`src/rtl/spi_prt_pkg.sv`:
```
package spi_prt_pkg;
  localparam int DW = 4;
  localparam int AW = 6;
  localparam int FW = AW + 2 + 2 * DW;
  localparam int HW = AW + 2;
  localparam int CW = $clog2(FW + 2);
  localparam logic [1:0] RW_WR = 2'b11;

  // Pairwise XOR check nibble over the data nibble
  function automatic logic [DW-1:0] nib_parity(input logic [DW-1:0] d);
    return {d[3] ^ d[0], d[3] ^ d[2], d[2] ^ d[1], d[1] ^ d[0]};
  endfunction
endpackage

```
`src/rtl/spi_prt_sync.sv`:
```
module spi_prt_sync #(
  parameter int W = 1,
  parameter int STAGES = 2,
  parameter logic [W-1:0] RST_VAL = '0
) (
  input  logic         clk,
  input  logic         rst_n,
  input  logic [W-1:0] d,
  output logic [W-1:0] q
);
  logic [W-1:0] pipe [STAGES];

  generate
    for (genvar i = 0; i < STAGES; i++) begin : g_stage
      always_ff @(posedge clk or negedge rst_n) begin
        if (!rst_n) pipe[i] <= RST_VAL;
        else if (i == 0) pipe[i] <= d;
        else pipe[i] <= pipe[(i == 0) ? 0 : i - 1];
      end
    end
  endgenerate

  assign q = pipe[STAGES-1];
endmodule

```
`src/rtl/spi_prt_shifter.sv`:
```
module spi_prt_shifter
  import spi_prt_pkg::*;
(
  input  logic          clk,
  input  logic          rst_n,
  input  logic          cs_start,
  input  logic          sclk_rise,
  input  logic          sclk_fall,
  input  logic          mosi_s,
  input  logic [HW-1:0] hdr_prev,
  input  logic [HW-1:0] rd_word,
  output logic [AW-1:0] rd_addr,
  output logic [FW-1:0] rx_word,
  output logic [CW-1:0] bit_cnt,
  output logic          miso_bit
);
  localparam logic [CW-1:0] CNT_SAT = CW'(FW + 1);
  localparam logic [CW-1:0] CNT_HDR = CW'(HW);

  logic [FW-1:0] tx_word;
  logic          rd_loaded;
  logic          load_evt;

  assign load_evt = (bit_cnt == CNT_HDR) && !rd_loaded;
  assign rd_addr  = rx_word[HW-1:2];

  always_ff @(posedge clk or negedge rst_n) begin
    if (!rst_n) begin
      rx_word   <= '0;
      tx_word   <= '0;
      bit_cnt   <= '0;
      rd_loaded <= 1'b0;
      miso_bit  <= 1'b0;
    end else if (cs_start) begin
      tx_word   <= {hdr_prev, {(FW-HW){1'b0}}};
      bit_cnt   <= '0;
      rd_loaded <= 1'b0;
      miso_bit  <= 1'b0;
    end else begin
      if (sclk_fall) begin
        rx_word <= {rx_word[FW-2:0], mosi_s};
        if (bit_cnt != CNT_SAT) bit_cnt <= bit_cnt + 1'b1;
      end
      if (sclk_rise) begin
        miso_bit <= tx_word[FW-1];
        tx_word  <= {tx_word[FW-2:0], 1'b0};
      end else if (load_evt) begin
        tx_word[FW-1:FW-HW] <= rd_word;
        rd_loaded <= 1'b1;
      end
    end
  end

  AST_CNT_SATURATES: assert property (@(posedge clk) disable iff (!rst_n)
    bit_cnt <= CNT_SAT);
  AST_HDR_LOAD_ONCE: assert property (@(posedge clk) disable iff (!rst_n)
    rd_loaded && !cs_start |=> rd_loaded);
endmodule

```
`src/rtl/spi_prt_regbank.sv`:
```
module spi_prt_regbank
  import spi_prt_pkg::*;
#(
  parameter logic [AW-1:0] ADDR_MODE = 6'h03,
  parameter logic [AW-1:0] ADDR_VALID = 6'h0C,
  parameter logic [AW-1:0] ADDR_STAT = 6'h30,
  parameter logic [DW-1:0] CLR_CODE = 4'hA
) (
  input  logic          clk,
  input  logic          rst_n,
  input  logic          cs_end,
  input  logic [FW-1:0] rx_word,
  input  logic [CW-1:0] bit_cnt,
  input  logic [AW-1:0] rd_addr,
  output logic [HW-1:0] rd_word,
  output logic [HW-1:0] hdr_prev,
  output logic [DW-1:0] mode_out,
  output logic          err_flag
);
  logic [AW-1:0] f_addr;
  logic [1:0]    f_rw;
  logic [DW-1:0] f_par, f_data, rd_data;
  logic [DW-1:0] mode_reg, valid_reg;
  logic          len_ok, rw_ok, par_ok, frame_ok, wr_evt, clr_evt, bad_evt;

  assign {f_addr, f_rw, f_par, f_data} = rx_word;
  assign len_ok   = (bit_cnt == CW'(FW));
  assign rw_ok    = (f_rw[1] == f_rw[0]);
  assign par_ok   = (f_par == nib_parity(f_data));
  assign frame_ok = len_ok && rw_ok && par_ok;
  assign wr_evt   = cs_end && frame_ok && (f_rw == RW_WR);
  assign clr_evt  = wr_evt && (f_addr == ADDR_STAT) && (f_data == CLR_CODE);
  assign bad_evt  = cs_end && !frame_ok;

  always_comb begin
    case (rd_addr)
      ADDR_MODE:  rd_data = mode_reg;
      ADDR_VALID: rd_data = valid_reg;
      ADDR_STAT:  rd_data = {{(DW-1){1'b0}}, err_flag};
      default:    rd_data = '0;
    endcase
    rd_word = {nib_parity(rd_data), rd_data};
  end

  always_ff @(posedge clk or negedge rst_n) begin
    if (!rst_n) begin
      mode_reg  <= '0;
      valid_reg <= '0;
      mode_out  <= '0;
      err_flag  <= 1'b0;
      hdr_prev  <= '0;
    end else begin
      if (wr_evt && f_addr == ADDR_MODE)  mode_reg  <= f_data;
      if (wr_evt && f_addr == ADDR_VALID) valid_reg <= f_data;
      if (mode_reg == valid_reg) mode_out <= mode_reg;
      if (bad_evt) err_flag <= 1'b1;
      else if (clr_evt) err_flag <= 1'b0;
      if (cs_end && len_ok) hdr_prev <= {f_addr, f_rw};
    end
  end

  AST_BAD_FRAME_NO_WRITE: assert property (@(posedge clk) disable iff (!rst_n)
    bad_evt |=> $stable(mode_reg) && $stable(valid_reg));
  AST_BAD_FRAME_FLAGS: assert property (@(posedge clk) disable iff (!rst_n)
    bad_evt |=> err_flag);
  AST_ERR_STICKY: assert property (@(posedge clk) disable iff (!rst_n)
    err_flag && !clr_evt |=> err_flag);
  AST_MODE_GATED: assert property (@(posedge clk) disable iff (!rst_n)
    !$stable(mode_out) |-> $past(mode_reg == valid_reg) && mode_out == $past(mode_reg));
endmodule

```
`src/rtl/spi_parity_regs.sv`:
```
module spi_parity_regs
  import spi_prt_pkg::*;
#(
  parameter int SYNC_STAGES = 2,
  parameter logic [AW-1:0] ADDR_MODE = 6'h03,
  parameter logic [AW-1:0] ADDR_VALID = 6'h0C,
  parameter logic [AW-1:0] ADDR_STAT = 6'h30,
  parameter logic [DW-1:0] CLR_CODE = 4'hA
) (
  input  logic          clk,
  input  logic          rst_n,
  input  logic          spi_csn,
  input  logic          spi_sclk,
  input  logic          spi_mosi,
  output logic          spi_miso,
  output logic          miso_oe,
  output logic [DW-1:0] mode_out,
  output logic          err_flag
);
  logic          csn_s, sclk_s, mosi_s, csn_d, sclk_d;
  logic          cs_start, cs_end, sclk_rise, sclk_fall;
  logic [HW-1:0] hdr_prev, rd_word;
  logic [AW-1:0] rd_addr;
  logic [FW-1:0] rx_word;
  logic [CW-1:0] bit_cnt;

  spi_prt_sync #(.W(3), .STAGES(SYNC_STAGES), .RST_VAL(3'b100)) u_sync (
    .clk(clk), .rst_n(rst_n),
    .d({spi_csn, spi_sclk, spi_mosi}),
    .q({csn_s, sclk_s, mosi_s})
  );

  always_ff @(posedge clk or negedge rst_n) begin
    if (!rst_n) begin
      csn_d  <= 1'b1;
      sclk_d <= 1'b0;
    end else begin
      csn_d  <= csn_s;
      sclk_d <= sclk_s;
    end
  end

  assign cs_start  = csn_d && !csn_s;
  assign cs_end    = !csn_d && csn_s;
  assign sclk_rise = !csn_s && sclk_s && !sclk_d;
  assign sclk_fall = !csn_s && !sclk_s && sclk_d;
  assign miso_oe   = !csn_s;

  spi_prt_shifter u_shift (
    .clk(clk), .rst_n(rst_n), .cs_start(cs_start), .sclk_rise(sclk_rise),
    .sclk_fall(sclk_fall), .mosi_s(mosi_s), .hdr_prev(hdr_prev),
    .rd_word(rd_word), .rd_addr(rd_addr), .rx_word(rx_word),
    .bit_cnt(bit_cnt), .miso_bit(spi_miso)
  );

  spi_prt_regbank #(
    .ADDR_MODE(ADDR_MODE), .ADDR_VALID(ADDR_VALID),
    .ADDR_STAT(ADDR_STAT), .CLR_CODE(CLR_CODE)
  ) u_regs (
    .clk(clk), .rst_n(rst_n), .cs_end(cs_end), .rx_word(rx_word),
    .bit_cnt(bit_cnt), .rd_addr(rd_addr), .rd_word(rd_word),
    .hdr_prev(hdr_prev), .mode_out(mode_out), .err_flag(err_flag)
  );

  AST_IDLE_NO_SHIFT: assert property (@(posedge clk) disable iff (!rst_n)
    csn_s && !cs_end |=> $stable(bit_cnt) && $stable(rx_word));
endmodule

```
`config.mk`:
```
export PLATFORM = sky130hd
export DESIGN_NAME = spi_parity_regs
export DESIGN_NICKNAME = d
export VERILOG_FILES = /design/src/rtl/spi_prt_pkg.sv /design/src/rtl/spi_prt_sync.sv /design/src/rtl/spi_prt_shifter.sv /design/src/rtl/spi_prt_regbank.sv /design/src/rtl/spi_parity_regs.sv
export SDC_FILE = /design/constraint.sdc
export NUM_CORES = 1
export LEC_CHECK = 0
export BUFFER_PORTS_ARGS = -buffer_cell sky130_fd_sc_hd__buf_2
export CAP_MARGIN = 20
export CELL_PAD_IN_SITES_DETAIL_PLACEMENT = 1
export CELL_PAD_IN_SITES_GLOBAL_PLACEMENT = 1
export CORE_AREA = 8 8 102 104
export CTS_CLUSTER_DIAMETER = 40
export DETAILED_ROUTE_END_ITERATION = 8
export DIE_AREA = 0 0 110 112
export PLACE_DENSITY = 0.61
export SYNTH_ARGS = -nofsm -noshare
export SYNTH_HDL_FRONTEND = slang
export SYNTH_SLANG_ARGS = --single-unit
```
`constraint.sdc`:
```
create_clock -name clk -period 2.1 [get_ports clk]
set_clock_uncertainty 0.15 [all_clocks]
set_input_delay 0.105 -clock clk [delete_from_list [all_inputs] [get_ports clk]]
set_output_delay 0.105 -clock clk [all_outputs]
set_load 0.1 [all_outputs]
```
Word-level counts from Yosys, hierarchy flattened
Cells that the tools add are included.

word-level totals
  register bits after elaboration = 68
  input port bits = 5
  output and inout port bits = 7

cells by class
  $add $sub $neg = 1
  equality and inequality tests = 15
  muxes and demuxes = 15
  bitwise gates (word level) = 9
  reduce and logical (&&, ||, !) cells = 32

operators with widths
  operator                                                          count
  8-bit 2-to-1 mux                                                  3
  1-bit logical AND                                                 17
  16-bit 2-to-1 mux                                                 1
  5-bit 2-to-1 mux                                                  3
  6-bit by 2-bit == test with 1-bit output (second input constant)  2
  6-bit by 4-bit == test with 1-bit output (second input constant)  2
  6-bit == test (second input constant)                             2
  4-bit one-hot mux with 3 select lines                             1
  2-bit nonzero test                                                5
  4-bit == test                                                     2
  1-bit bitwise XOR                                                 8
  1-bit 2-to-1 mux                                                  7
  1-bit logical NOT                                                 6
  2-bit AND reduction                                               3
  5-bit by 1-bit adder with 5-bit output (second input constant)    1
  5-bit by 4-bit == test with 1-bit output (second input constant)  1
  5-bit == test (second input constant)                             1
  5-bit != test (second input constant)                             1
  4-bit == test (second input constant)                             1
  3-bit nonzero test                                                1
  2-bit == test (second input constant)                             1
  2-bit != test (second input constant)                             1
  1-bit == test                                                     1
  1-bit NOT                                                         1

Depth between registers and ports, before layout
Gate-level depths: netlist (run 1).

  depth after elaboration = 9
  mapped depth = 8
  gate-level depth less buffers = 7

Hierarchy
From an unflattened synthesis (run 1), not the netlist that was laid out.

second synthesis, totals
  cells, all modules = 229
  area total of the unflattened synthesis = 2929.1 um^2

by module, submodules not included
  module           times used  cells each  area an instance (um^2)  sequential area each (um^2)
  spi_prt_shifter  1           126         1521.5                   775.7
  spi_prt_regbank  1           87          1149.9                   525.5
  spi_prt_sync     1           9           175.2                    152.6
  spi_parity_regs  1           7           82.6                     51.3

Worst setup path after synthesis (run 1)
Ideal clock, no wire load.

  path type = flip-flop to flip-flop
  from = reg u_regs.err_flag
  to = reg u_shift.tx_word[15]
  setup time = 104 ps
  arrival time = 1835 ps
  required time = 1846 ps
  slack = 11 ps
  cell stages (with the launch flop) = 6
  clock period less this slack = 2089 ps
  cell sequence = dfrtp_1 -> nand4_1 -> a21boi_0 -> o21ai_0 -> and3_4 -> o41ai_2

on the way
  longest elaborated chain between the ends = 5

ends and longest elaborated chain
  element                                line                   text
  start: declaration                     spi_prt_regbank.sv:18  output logic err_flag
  start signal: assignment               spi_prt_regbank.sv:50  err_flag <= 1'b0;
  start signal: assignment               spi_prt_regbank.sv:56  if (bad_evt) err_flag <= 1'b1;
  start signal: assignment               spi_prt_regbank.sv:57  else if (clr_evt) err_flag <= 1'b0;
  4-bit one-hot mux with 3 select lines  spi_prt_regbank.sv:36  case (rd_addr)
  1-bit bitwise XOR                      spi_prt_pkg.sv:11      return {d[3] ^ d[0], d[3] ^ d[2], d[2] ^ d[1], d[1] ^ d[0]};
  8-bit 2-to-1 mux                       spi_prt_shifter.sv:47  end else if (load_evt) begin
  8-bit 2-to-1 mux                       spi_prt_shifter.sv:44  if (sclk_rise) begin
  16-bit 2-to-1 mux                      spi_prt_shifter.sv:34  end else if (cs_start) begin
  end signal: assignment                 spi_prt_shifter.sv:35  tx_word <= {hdr_prev, {(FW-HW){1'b0}}};
  end signal: assignment                 spi_prt_shifter.sv:46  tx_word <= {tx_word[FW-2:0], 1'b0};
  end signal: indexed assignment         spi_prt_shifter.sv:48  tx_word[FW-1:FW-HW] <= rd_word;
  end: declaration                       spi_prt_shifter.sv:20  logic [FW-1:0] tx_word;

Every way passes these cells. The select of a mux whose other input is x is not followed.
A chain may end at the register's enable or synchronous reset.

Worst setup path in the final report (run 1)
  from = reg u_shift.rx_word[2]
  to = reg u_shift.tx_word[15]

on the way
  longest elaborated chain between the ends = 6
  elaborated cells on any way between the ends = 8

ends and longest elaborated chain
  element                                      line                   text
  start: declaration                           spi_prt_shifter.sv:13  output logic [FW-1:0] rx_word,
  start signal: assignment                     spi_prt_shifter.sv:41  rx_word <= {rx_word[FW-2:0], mosi_s};
  6-bit == test, or another cell as far along  spi_prt_regbank.sv:36
  4-bit one-hot mux with 3 select lines *      spi_prt_regbank.sv:36
  1-bit bitwise XOR *                          spi_prt_pkg.sv:11
  8-bit 2-to-1 mux *                           spi_prt_shifter.sv:47
  8-bit 2-to-1 mux *                           spi_prt_shifter.sv:44
  16-bit 2-to-1 mux *                          spi_prt_shifter.sv:34

Every way passes the cells marked *; elsewhere a longest branch is shown, timed or not. The select of a mux whose other input is x is not followed.

==> results of run 1 <==
==> repair_timing <==
action,CTS,global route
gates cloned,0,0
buffers inserted,6,3
gates resized for setup,12,9
hold endpoints to repair,26,0
endpoints found under the setup margin,9,10
pin swaps,3,5
hold buffers,4,0
==> metrics by stage <==
stage	setup TNS [ps]	cell area, sq um	setup slack (ps)	total power (W)	hold WS, ps
3_3_place_gp	0	3280	24.3	0.00168	39.9
4_1_cts	-64.6	3610	-64.6	0.00280	203
2_1_floorplan	0	2930	11.3	0.00152	-341
5_1_grt	-157	3650	-41.0	0.00295	218
3_5_place_dp	-302	3280	-86.6	0.00169	56.6
6_report	0	3650	44.3	0.00280	200
==> critical path, stage by stage (launching register included) <==
cell and delay [ps]:
sky130_fd_sc_hd__dfrtp_1 420, sky130_fd_sc_hd__inv_2 80, sky130_fd_sc_hd__ha_4 160, sky130_fd_sc_hd__and3_4 160
sky130_fd_sc_hd__and3_2 220, sky130_fd_sc_hd__or3_1 360, sky130_fd_sc_hd__and3_4 180, sky130_fd_sc_hd__o41ai_2 220
==> cell type report <==
| class | instances | area, sq um | share of cell area |
|---|---|---|---|
| sequential | 60 | 1510 | 0.412 |
| multi-input combinational | 173 | 1430 | 0.390 |
| timing repair buffer | 48 | 368 | 0.101 |
| clock buffer | 14 | 153 | 0.0418 |
| tap | 111 | 139 | 0.0380 |
| clock inverter | 2 | 35.0 | 0.00959 |
| inverter | 8 | 30.0 | 0.00822 |
==> cells in the final DEF, fill, tap and decap left out, types with 3 or more instances in the layout <==
cell type                       count
sky130_fd_sc_hd__o211ai_1           3
sky130_fd_sc_hd__buf_2             11
sky130_fd_sc_hd__ha_1               5
sky130_fd_sc_hd__nand4_1            5
sky130_fd_sc_hd__a31oi_1            3
sky130_fd_sc_hd__o2bb2ai_1          3
sky130_fd_sc_hd__buf_4             31
sky130_fd_sc_hd__nand3_1            6
sky130_fd_sc_hd__dlygate4sd3_1      4
sky130_fd_sc_hd__nor2_1            18
sky130_fd_sc_hd__o21ai_0            9
sky130_fd_sc_hd__xnor2_1           10
sky130_fd_sc_hd__inv_1              4
sky130_fd_sc_hd__mux2_2            25
sky130_fd_sc_hd__clkbuf_8          10
sky130_fd_sc_hd__dfstp_2            3
sky130_fd_sc_hd__a21oi_1           13
sky130_fd_sc_hd__nand2_1           15
sky130_fd_sc_hd__xor2_1             4
sky130_fd_sc_hd__inv_2              4
sky130_fd_sc_hd__clkbuf_1           4
sky130_fd_sc_hd__mux2_4             6
sky130_fd_sc_hd__dfrtp_1           57
==> report_power, final <==
| part | internal (W) | switching, W |
|---|---|---|
| combinational | 0.000229 | 0.000253 |
| clock | 0.000581 | 0.000466 |
| sequential | 0.00122 | 0.0000581 |
==> worst paths after layout <==
check | startpoint | endpoint | cells past startpoint
setup reg to reg | u_shift.rx_word[2] | u_shift.tx_word[15] | 7
hold reg to reg | u_sync.pipe[3] | u_sync.q[0] | 0
setup / recovery | u_shift.rx_word[2] | u_shift.tx_word[15] | 7
hold / removal | u_sync.pipe[3] | u_sync.q[0] | 0
min in group asynchronous | rst_n | u_shift.tx_word[9] | 2
max in group asynchronous | rst_n | u_shift.rx_word[3] | 3
==> logic make-up (layout without fill, tap and decap cells) <==
kind of cell             Yosys count  in the layout  share of synthesized area
AO/OA/AOI/OAI                     41             41                     0.0931
XOR/XNOR                          14             14                     0.0418
adder cells (fa/ha/maj)            8              8                     0.0342
buffers and inverters             19             72                     0.0282
flip-flops                        60             60                      0.514
multiplexers                      34             34                      0.130
AND/OR/NAND/NOR                   76             76                      0.159
==> per-layer routing <==
layer,vias up,global-route usage
met4,0,0.0622
met3,13,0.0295
met5,-,0
met2,19,0.201
met1,1061,0.165
li1,990,-
==> results.cfg, run 1 <==
[status]
outcome = complete, no violations

[synth]
synth_sequential_area_ratio = 0.514
syn-instance-count = 252
syn_area_sq_mm = 0.00293
dominantRegCellSynth = sky130_fd_sc_hd__dfrtp_1
synth.cells.most_frequent = sky130_fd_sc_hd__dfrtp_1, sky130_fd_sc_hd__mux2_2, sky130_fd_sc_hd__nor2_1
synthMostInstantiatedCell = sky130_fd_sc_hd__dfrtp_1
yosys-top-cells-area = sky130_fd_sc_hd__dfrtp_1, sky130_fd_sc_hd__mux2_2, sky130_fd_sc_hd__ha_1, sky130_fd_sc_hd__mux2_1, sky130_fd_sc_hd__xnor2_1
synth_enable_flop_cells = 0
synth.ff_latch_count = 60
mappedNetlistNets = 265
synth_largest_area_cell = sky130_fd_sc_hd__dfrtp_1
synthesis.area_per_instance_sq_um = 11.6
synthArstFlopShare = 1.00
synthDominantCellAreaShare = 0.487
synth.lib_cells_used.distinct = 51
synth_warnings = 0

[global_route]
global_route_wire_length_before_repair_mm = 12.2
antenna_found_initial = 0
first_global_vias = 2290
largest_net_degree_at_the_start_of_global_routing = 35
globalRoute.totalOverflow = 0
gr-usage-all-layers = 0.130

[power]
power.density_mw_per_mm2 = 767
vdd_ir_drop_max_mv = 0.354
power.leakage_nw = 1.72

[final_layout]
top_regs = u_shift.rx_word x16, u_regs.hdr_prev x8, u_shift.tx_word x8
number_of_non_filler_instances_in_the_completed_layout = 416
drive_gt1_frac = 0.367
largest_register = u_shift.rx_word
final_core_util = 0.411
fin_nets = 313
antennaDiodeCount = 0
area_growth_pct = 24.7
fillCellCount = 955
largest_register_ff_count = 16

[clock_tree]
clock-sinks = 60
htree_levels = 3
clk-insertion-delay-late_ps = 340
tritoncts_clock_tree = built
cts_buffer_depth = 2
cts-buffers-inserted = 9
clk_pin_slew_worst_paths_ps = 60
ctsRootBufferMaster = sky130_fd_sc_hd__clkbuf_8

[setup_path]
worst_ep_arrival_time_ps = 2140
critical_path_peak_fanout = 4
rrSetupSlack_ps = 40
setup.worst_path.end_class = register
path_class = reg -> reg
crit_path_start_kind = register
worst-endpoint-required_ps = 2180

[drt]
first_pass_iters = 4
wl_mm = 7.24
ant_nets = 0
route.detailed.wl_per_inst_um = 17.4
top_layer_used = met4
vias = 2083
routed-wl-met3_um = 154
met1_length_mm = 3.35
drcViolationCount = 0
wl_met2_mm = 3.58
vias_per_cell = 5.01
first_iter_violations = 19

[timing]
hold_viol = 0
grt_setup_unrepaired = yes
finalSetupViolCount = 0
max_slew.worst_pin.slew_ps = 729
timing.final.crit_share = 0.979
final-max-slew-violation-count = 0
max_freq_mhz = 486
slew-limit-headroom = 0.514
period_minus_slack_ps = 2060

[place]
place_inst = 387
gp_congestion = 0.779
port_buffer_count = 11
detailed_place_hpwl_mm = 5.08

[run]
max_cap_violations = 0

[die]
die_h_um = 112
core-area_sq_mm = 0.00889
initial_core_utilization = 0.330
fp.dieW_um = 110
placement_rows = 35
pin_count = 12
die-area_sq_mm = 0.0123

[worst_hold_path]
hp-class = reg -> reg
No activity file was read; power rests on OpenSTA's default activity.
==> inputs of run 2 (changes only) <==
- ABC_AREA: unset -> 1
- PLACE_DENSITY: 0.61 -> 0.64
==> results.cfg, run 2 <==
[status]
outcome = complete, no violations

[drt]
vias_per_cell = 4.71
ant_nets = 0
first_pass_iters = 4
vias = 2316
wl_mm = 7.13
first_iter_violations = 53
drcViolationCount = 0
route.detailed.wl_per_inst_um = 14.5

[timing]
finalSetupViolCount = 0
hold_viol = 0
period_minus_slack_ps = 1930
setup_ws_ps = 173
max_freq_mhz = 519
max_slew.worst_pin.slew_ps = 493
final-max-slew-violation-count = 0
timing.final.crit_share = 0.918
slew-limit-headroom = 0.671

[setup_path]
crit_buf_inv = 1
critical_path_peak_fanout = 4
crit_path_start_kind = register
rrSetupSlack_ps = 170
slowest_delay_ps = 360
path_cells = inv_2 -> ha_1 -> a21oi_2 -> nor2b_1 -> nand2_1 -> nor2_2 -> nand4_1 -> nand2_1 -> nand2_1
r2r_start = u_shift.rx_word[2]
cp_common_cell = sky130_fd_sc_hd__nand2_1
cpMaxStageDelayCell = sky130_fd_sc_hd__dfrtp_1
setup.worst_path.end_class = register
worst_r2r_endpoint = u_regs.mode_reg[3]
cpLargestDelayFamily = simple AND/OR/NAND/NOR gates
worst-endpoint-required_ps = 2170
worst_ep_arrival_time_ps = 2000
path_class = reg -> reg
worstRegToRegCells = 9

[synth]
synth_warnings = 0
synth_sequential_area_ratio = 0.515
syn-instance-count = 350
synthMostInstantiatedCell = sky130_fd_sc_hd__nand2_1
synthArstFlopShare = 1.00
synth.lib_cells_used.distinct = 30
syn_area_sq_mm = 0.00293
synth.cells.most_frequent = sky130_fd_sc_hd__nand2_1, sky130_fd_sc_hd__dfrtp_1, sky130_fd_sc_hd__nor2_1
dominantRegCellSynth = sky130_fd_sc_hd__dfrtp_1
synth.ff_latch_count = 60
synthDominantCellAreaShare = 0.488
yosys-top-cells-area = sky130_fd_sc_hd__dfrtp_1, sky130_fd_sc_hd__nand2_1, sky130_fd_sc_hd__nor2_1, sky130_fd_sc_hd__nand3_1, sky130_fd_sc_hd__inv_1
synth_enable_flop_cells = 0
synth_largest_area_cell = sky130_fd_sc_hd__dfrtp_1
synthesis.area_per_instance_sq_um = 8.36
mappedNetlistNets = 363

[final_layout]
fin_nets = 391
top_regs = u_shift.rx_word x16, u_regs.hdr_prev x8, u_shift.tx_word x8
drive_gt1_frac = 0.168
area_growth_pct = 16.9
layout.cells.most_common = sky130_fd_sc_hd__nand2_1
fillCellCount = 1088
largest_register = u_shift.rx_word
most-common-layout-cells = sky130_fd_sc_hd__nand2_1, sky130_fd_sc_hd__dfrtp_1, sky130_fd_sc_hd__nor2_1
antennaDiodeCount = 0
number_of_non_filler_instances_in_the_completed_layout = 492
largest_register_ff_count = 16

[global_route]
first_global_vias = 2504
globalRoute.totalOverflow = 0
global_route_wire_length_before_repair_mm = 12.3
antenna_found_initial = 0
largest_net_degree_at_the_start_of_global_routing = 32
gr-usage-all-layers = 0.129

[place]
gp_congestion = 0.772
detailed_place_hpwl_mm = 5.18
dpl_ws_ps = 185
port_buffer_count = 11
place_inst = 472

[run]
max_cap_violations = 0

[clock_tree]
clk_pin_slew_worst_paths_ps = 70
clock-sinks = 60
cts_buffer_depth = 2
tritoncts_clock_tree = built
cts-buffers-inserted = 9
htree_levels = 3
ctsRootBufferMaster = sky130_fd_sc_hd__clkbuf_8
clk-insertion-delay-late_ps = 340

[die]
initial_core_utilization = 0.329
core-area_sq_mm = 0.00889
placement_rows = 35
die-area_sq_mm = 0.0123
die_h_um = 112
fp.dieW_um = 110
pin_count = 12

[worst_hold_path]
hp-class = in -> async

[power]
power.leakage_nw = 1.69
vdd_ir_drop_max_mv = 0.299
power.density_mw_per_mm2 = 869
report.power.total_w = 0.00297
-- run 2: worst reg2reg max path: stages, from the launching register on --
cell	delay, ps
sky130_fd_sc_hd__dfrtp_1	360
sky130_fd_sc_hd__inv_2	60
sky130_fd_sc_hd__ha_1	330
sky130_fd_sc_hd__a21oi_2	160
sky130_fd_sc_hd__nor2b_1	150
sky130_fd_sc_hd__nand2_1	70
sky130_fd_sc_hd__nor2_2	150
sky130_fd_sc_hd__nand4_1	200
sky130_fd_sc_hd__nand2_1	130
sky130_fd_sc_hd__nand2_1	50
-- run 2: worst max-delay path by stage --
stage	startpoint	to	slack [ps]	depth (start not counted)
final	u_shift.rx_word[2]	u_regs.mode_reg[3]	170	9
after detailed placement	u_shift.rx_word[0]	u_regs.mode_reg[1]	180	10
after floorplan	u_shift.rx_word[2]	u_regs.mode_reg[0]	320	9
after global routing	u_shift.rx_word[2]	u_regs.mode_reg[3]	-3	9
after global placement	u_shift.rx_word[2]	u_regs.mode_reg[3]	210	9
after CTS	u_shift.rx_word[0]	u_regs.valid_reg[3]	100	10
-- run 2: kinds of logic (layout without fill, tap and decap cells) --
group / count (synthesis) / after routing / share of synthesized area
compound gates: 49 / 49 / 0.0932
xor+xnor: 5 / 5 / 0.0150
fa+ha+maj: 8 / 8 / 0.0342
buf+inv: 41 / 72 / 0.0547
flops: 60 / 60 / 0.515
mux: 4 / 4 / 0.0154
simple gates: 183 / 183 / 0.273
-- run 2: area by class of cell --
| class | instances | area (sq um) | area share |
|---|---|---|---|
| multi-input combinational | 249 | 1280 | 0.375 |
| sequential | 60 | 1510 | 0.440 |
| clock buffer | 12 | 145 | 0.0424 |
| clock inverter | 2 | 60.1 | 0.0176 |
| timing repair buffer | 24 | 163 | 0.0475 |
| tap | 111 | 139 | 0.0406 |
| inverter | 34 | 128 | 0.0373 |
-- run 2: timing repair --
action / in CTS / in global routing
resized for setup: 0 / 5
endpoints found under the setup margin: 0 / 8
endpoints found under the hold margin: 21 / 0
hold buffers: 4 / 0
buffers inserted: 0 / 2
-- run 2: per-layer routing --
metal,up-vias,share of wire,GRT usage
li1,1183,-,-
met1,1113,0.46,0.151
met2,13,0.50,0.214
met3,7,0.027,0.0422
met4,0,0.013,0.0405
met5,-,0,0
-- run 2: power by group --
| group | leakage [nW] | internal [W] | total (W) | switching [W] |
|---|---|---|---|---|
| registers | 0.791 | 0.00124 | 0.00132 | 0.0000815 |
| clock network | 0.103 | 0.000689 | 0.00112 | 0.000426 |
| logic | 0.800 | 0.000192 | 0.000534 | 0.000342 |
| total | 1.69 | 0.00212 | 0.00297 | 0.000849 |
-- run 2: metrics by stage --
| step | instance area (sq um) | TNS (ps) | hold slack, ps | utilization |
|---|---|---|---|---|
| final | 3420 | 0 | 104 | 0.385 |
| after global routing | 3420 | -2.78 | 118 | 0.385 |
| after CTS | 3380 | 0 | 101 | 0.381 |
| after detailed placement | 3140 | 0 | -63.8 | 0.353 |
| after global placement | 3140 | 0 | -68.6 | 0.353 |
| after floorplan | 2930 | 0 | -341 | - |
==> inputs of run 3 (changes only) <==
- GPL_TIMING_DRIVEN: unset -> 0
==> results.cfg, run 3 (synthesis gave the netlist of run 2 again) <==
[power]
power.density_mw_per_mm2 = 851
power.switching_w = 0.000903
netSwitchingFraction = 0.309
p_int_w = 0.00202
power.clock.fraction = 0.361
vdd_ir_drop_max_mv = 0.314
comb_power_share = 0.182
power.share.sequential = 0.457
power.leakage_nw = 1.69
report.power.total_w = 0.00292

[final_layout]
most-common-layout-cells = sky130_fd_sc_hd__nand2_1, sky130_fd_sc_hd__dfrtp_1, sky130_fd_sc_hd__nor2_1
area_growth_pct = 17.5
top_regs = u_shift.rx_word x16, u_regs.hdr_prev x8, u_shift.tx_word x8
final_core_util = 0.387
largest_register = u_shift.rx_word
layout.cells.most_common = sky130_fd_sc_hd__nand2_1
fin_nets = 395
antennaDiodeCount = 0
fillCellCount = 1071
drive_gt1_frac = 0.176
largest_register_ff_count = 16
finish.instance_area_sq_mm = 0.00344

[global_route]
grt_use_met2 = 0.193
gr-usage-met3 = 0.0335
largest_net_degree_at_the_start_of_global_routing = 38
gr-usage-all-layers = 0.128
global_route_wire_length_before_repair_mm = 12.4
global_route.peak_usage_layer = met2
globalRoute.totalOverflow = 0
met1_capacity_usage_during_global_routing = 0.169
antenna_found_initial = 0
first_global_vias = 2452

[drt]
first_pass_iters = 4
vias_per_cell = 4.85
vias = 2417
ant_nets = 0
drcViolationCount = 0
wl_mm = 7.36
route.detailed.wl_per_inst_um = 14.8
first_iter_violations = 47

[setup_path]
path_class = reg -> reg
worst_ep_arrival_time_ps = 2030
setup.worst_path.end_class = register
startpoint = u_shift.rx_word[3]
worst_r2r_endpoint = u_regs.mode_reg[2]
critical_path_peak_fanout = 5
worst-endpoint-required_ps = 2170
timing.critical_path.to = u_regs.mode_reg[2]
slowest_delay_ps = 420
worstRegToRegCells = 9
r2r_start = u_shift.rx_word[3]
rrSetupSlack_ps = 140
crit_path_start_kind = register
cpMaxStageDelayCell = sky130_fd_sc_hd__dfrtp_2
path_cells = inv_2 -> ha_1 -> a21oi_2 -> nor2b_1 -> nand2_1 -> nor2_2 -> nand4_1 -> nand2_1 -> nand2_1
cp_common_cell = sky130_fd_sc_hd__nand2_1

[place]
gp_congestion = 0.756
placement.cell_area_sq_mm = 0.00314
port_buffer_count = 11
detailed_place_hpwl_mm = 5.33

[clock_tree]
clk_pin_slew_worst_paths_ps = 70
ctsRootBufferMaster = sky130_fd_sc_hd__clkbuf_8
cts_buffer_depth = 2
htree_levels = 3
tritoncts_clock_tree = built
cts-buffers-inserted = 9
clk-insertion-delay-late_ps = 340
clock-sinks = 60

[status]
outcome = complete, no violations

[die]
die_h_um = 112
die-area_sq_mm = 0.0123
placement_rows = 35
initial_core_utilization = 0.329
fp.dieW_um = 110
core-area_sq_mm = 0.00889
pin_count = 12

[run]
max_cap_violations = 0

[timing]
period_minus_slack_ps = 1960
max_freq_mhz = 510
timing.final.crit_share = 0.933
finalSetupViolCount = 0
max_slew.worst_pin.slew_ps = 895
hold_viol = 0
setup_tns_ps = 0
final-max-slew-violation-count = 0
slew-limit-headroom = 0.404

[worst_hold_path]
hp-class = reg -> reg
==> run 3: changes by cell type in the layout (fill, tap and decap cells not counted), moves of 2 or more <==
cell | previous run | this run
sky130_fd_sc_hd__dfrtp_2 | 0 | 3
sky130_fd_sc_hd__dfrtp_1 | 57 | 54
sky130_fd_sc_hd__buf_4 | 9 | 6
sky130_fd_sc_hd__clkinvlp_4 | 0 | 2
sky130_fd_sc_hd__clkbuf_1 | 2 | 6
sky130_fd_sc_hd__buf_2 | 11 | 13
==> run 3: how the worst min path moves through the flow <==
stage	start	to	slack, ps	cells past startpoint
finish	u_sync.pipe[4]	u_sync.q[1]	200	0
global route	u_sync.pipe[4]	u_sync.q[1]	200	0
CTS	u_sync.pipe[4]	u_sync.q[1]	200	0
detailed placement	spi_mosi	u_sync.pipe[3]	60	1
global placement	spi_csn	u_sync.pipe[5]	60	1
floorplan	rst_n	sclk_d	-340	0
==> run 3: power groups by stage <==
stage               registers, W  logic [W]  clock network (W)
CTS                      0.00134   0.000465            0.00110
detailed placement       0.00136   0.000453                  0
finish                   0.00134   0.000534            0.00106
floorplan                0.00134   0.000318                  0
global placement         0.00136   0.000438                  0
global route             0.00135   0.000618            0.00114
==> run 3: critical path: cells and delay by family, from the launching register on <==
| kind | cells | cell delay (ps) |
|---|---|---|
| simple gates | 6 | 740 |
| buf+inv | 1 | 60 |
| flops | 1 | 420 |
| compound gates | 1 | 170 |
| fa+ha+maj | 1 | 310 |
==> run 3: repair_timing <==
action,in CTS,in global routing
pin swaps,0,1
gates resized for setup,2,5
setup endpoints to repair,8,8
hold buffers,4,0
endpoints found under the hold margin,36,0
buffers inserted,0,5
==> run 3: area by class of cell <==
type / count / area (sq um) / share of cell area
clock inverters: 4 / 50.0 / 0.0146
multi-input cells: 249 / 1280 / 0.373
repair buffers: 21 / 153 / 0.0444
plain buffers: 7 / 32.5 / 0.00946
clock buffers: 12 / 145 / 0.0422
well taps: 111 / 139 / 0.0404
flip-flops and latches: 60 / 1510 / 0.439
inverters: 34 / 128 / 0.0371
==> run 3: through the flow <==
step | worst slack [ps] | std cells | hold slack (ps)
finish | 141 | 498 | 197
global route | -24.7 | 498 | 204
CTS | 3.98 | 493 | 200
detailed placement | -37.6 | 473 | 64.7
global placement | -13.3 | 472 | 62.6
floorplan | 320 | 350 | -341
==> run 3: layer usage <==
| layer | share of wire | vias up | wire [um] |
|---|---|---|---|
| met1 | 0.49 | 1189 | 3640 |
| met4 | 0.017 | 0 | 127 |
| met5 | 0 | - | 0 |
| met3 | 0.025 | 9 | 184 |
| li1 | - | 1197 | - |
| met2 | 0.46 | 22 | 3410 |
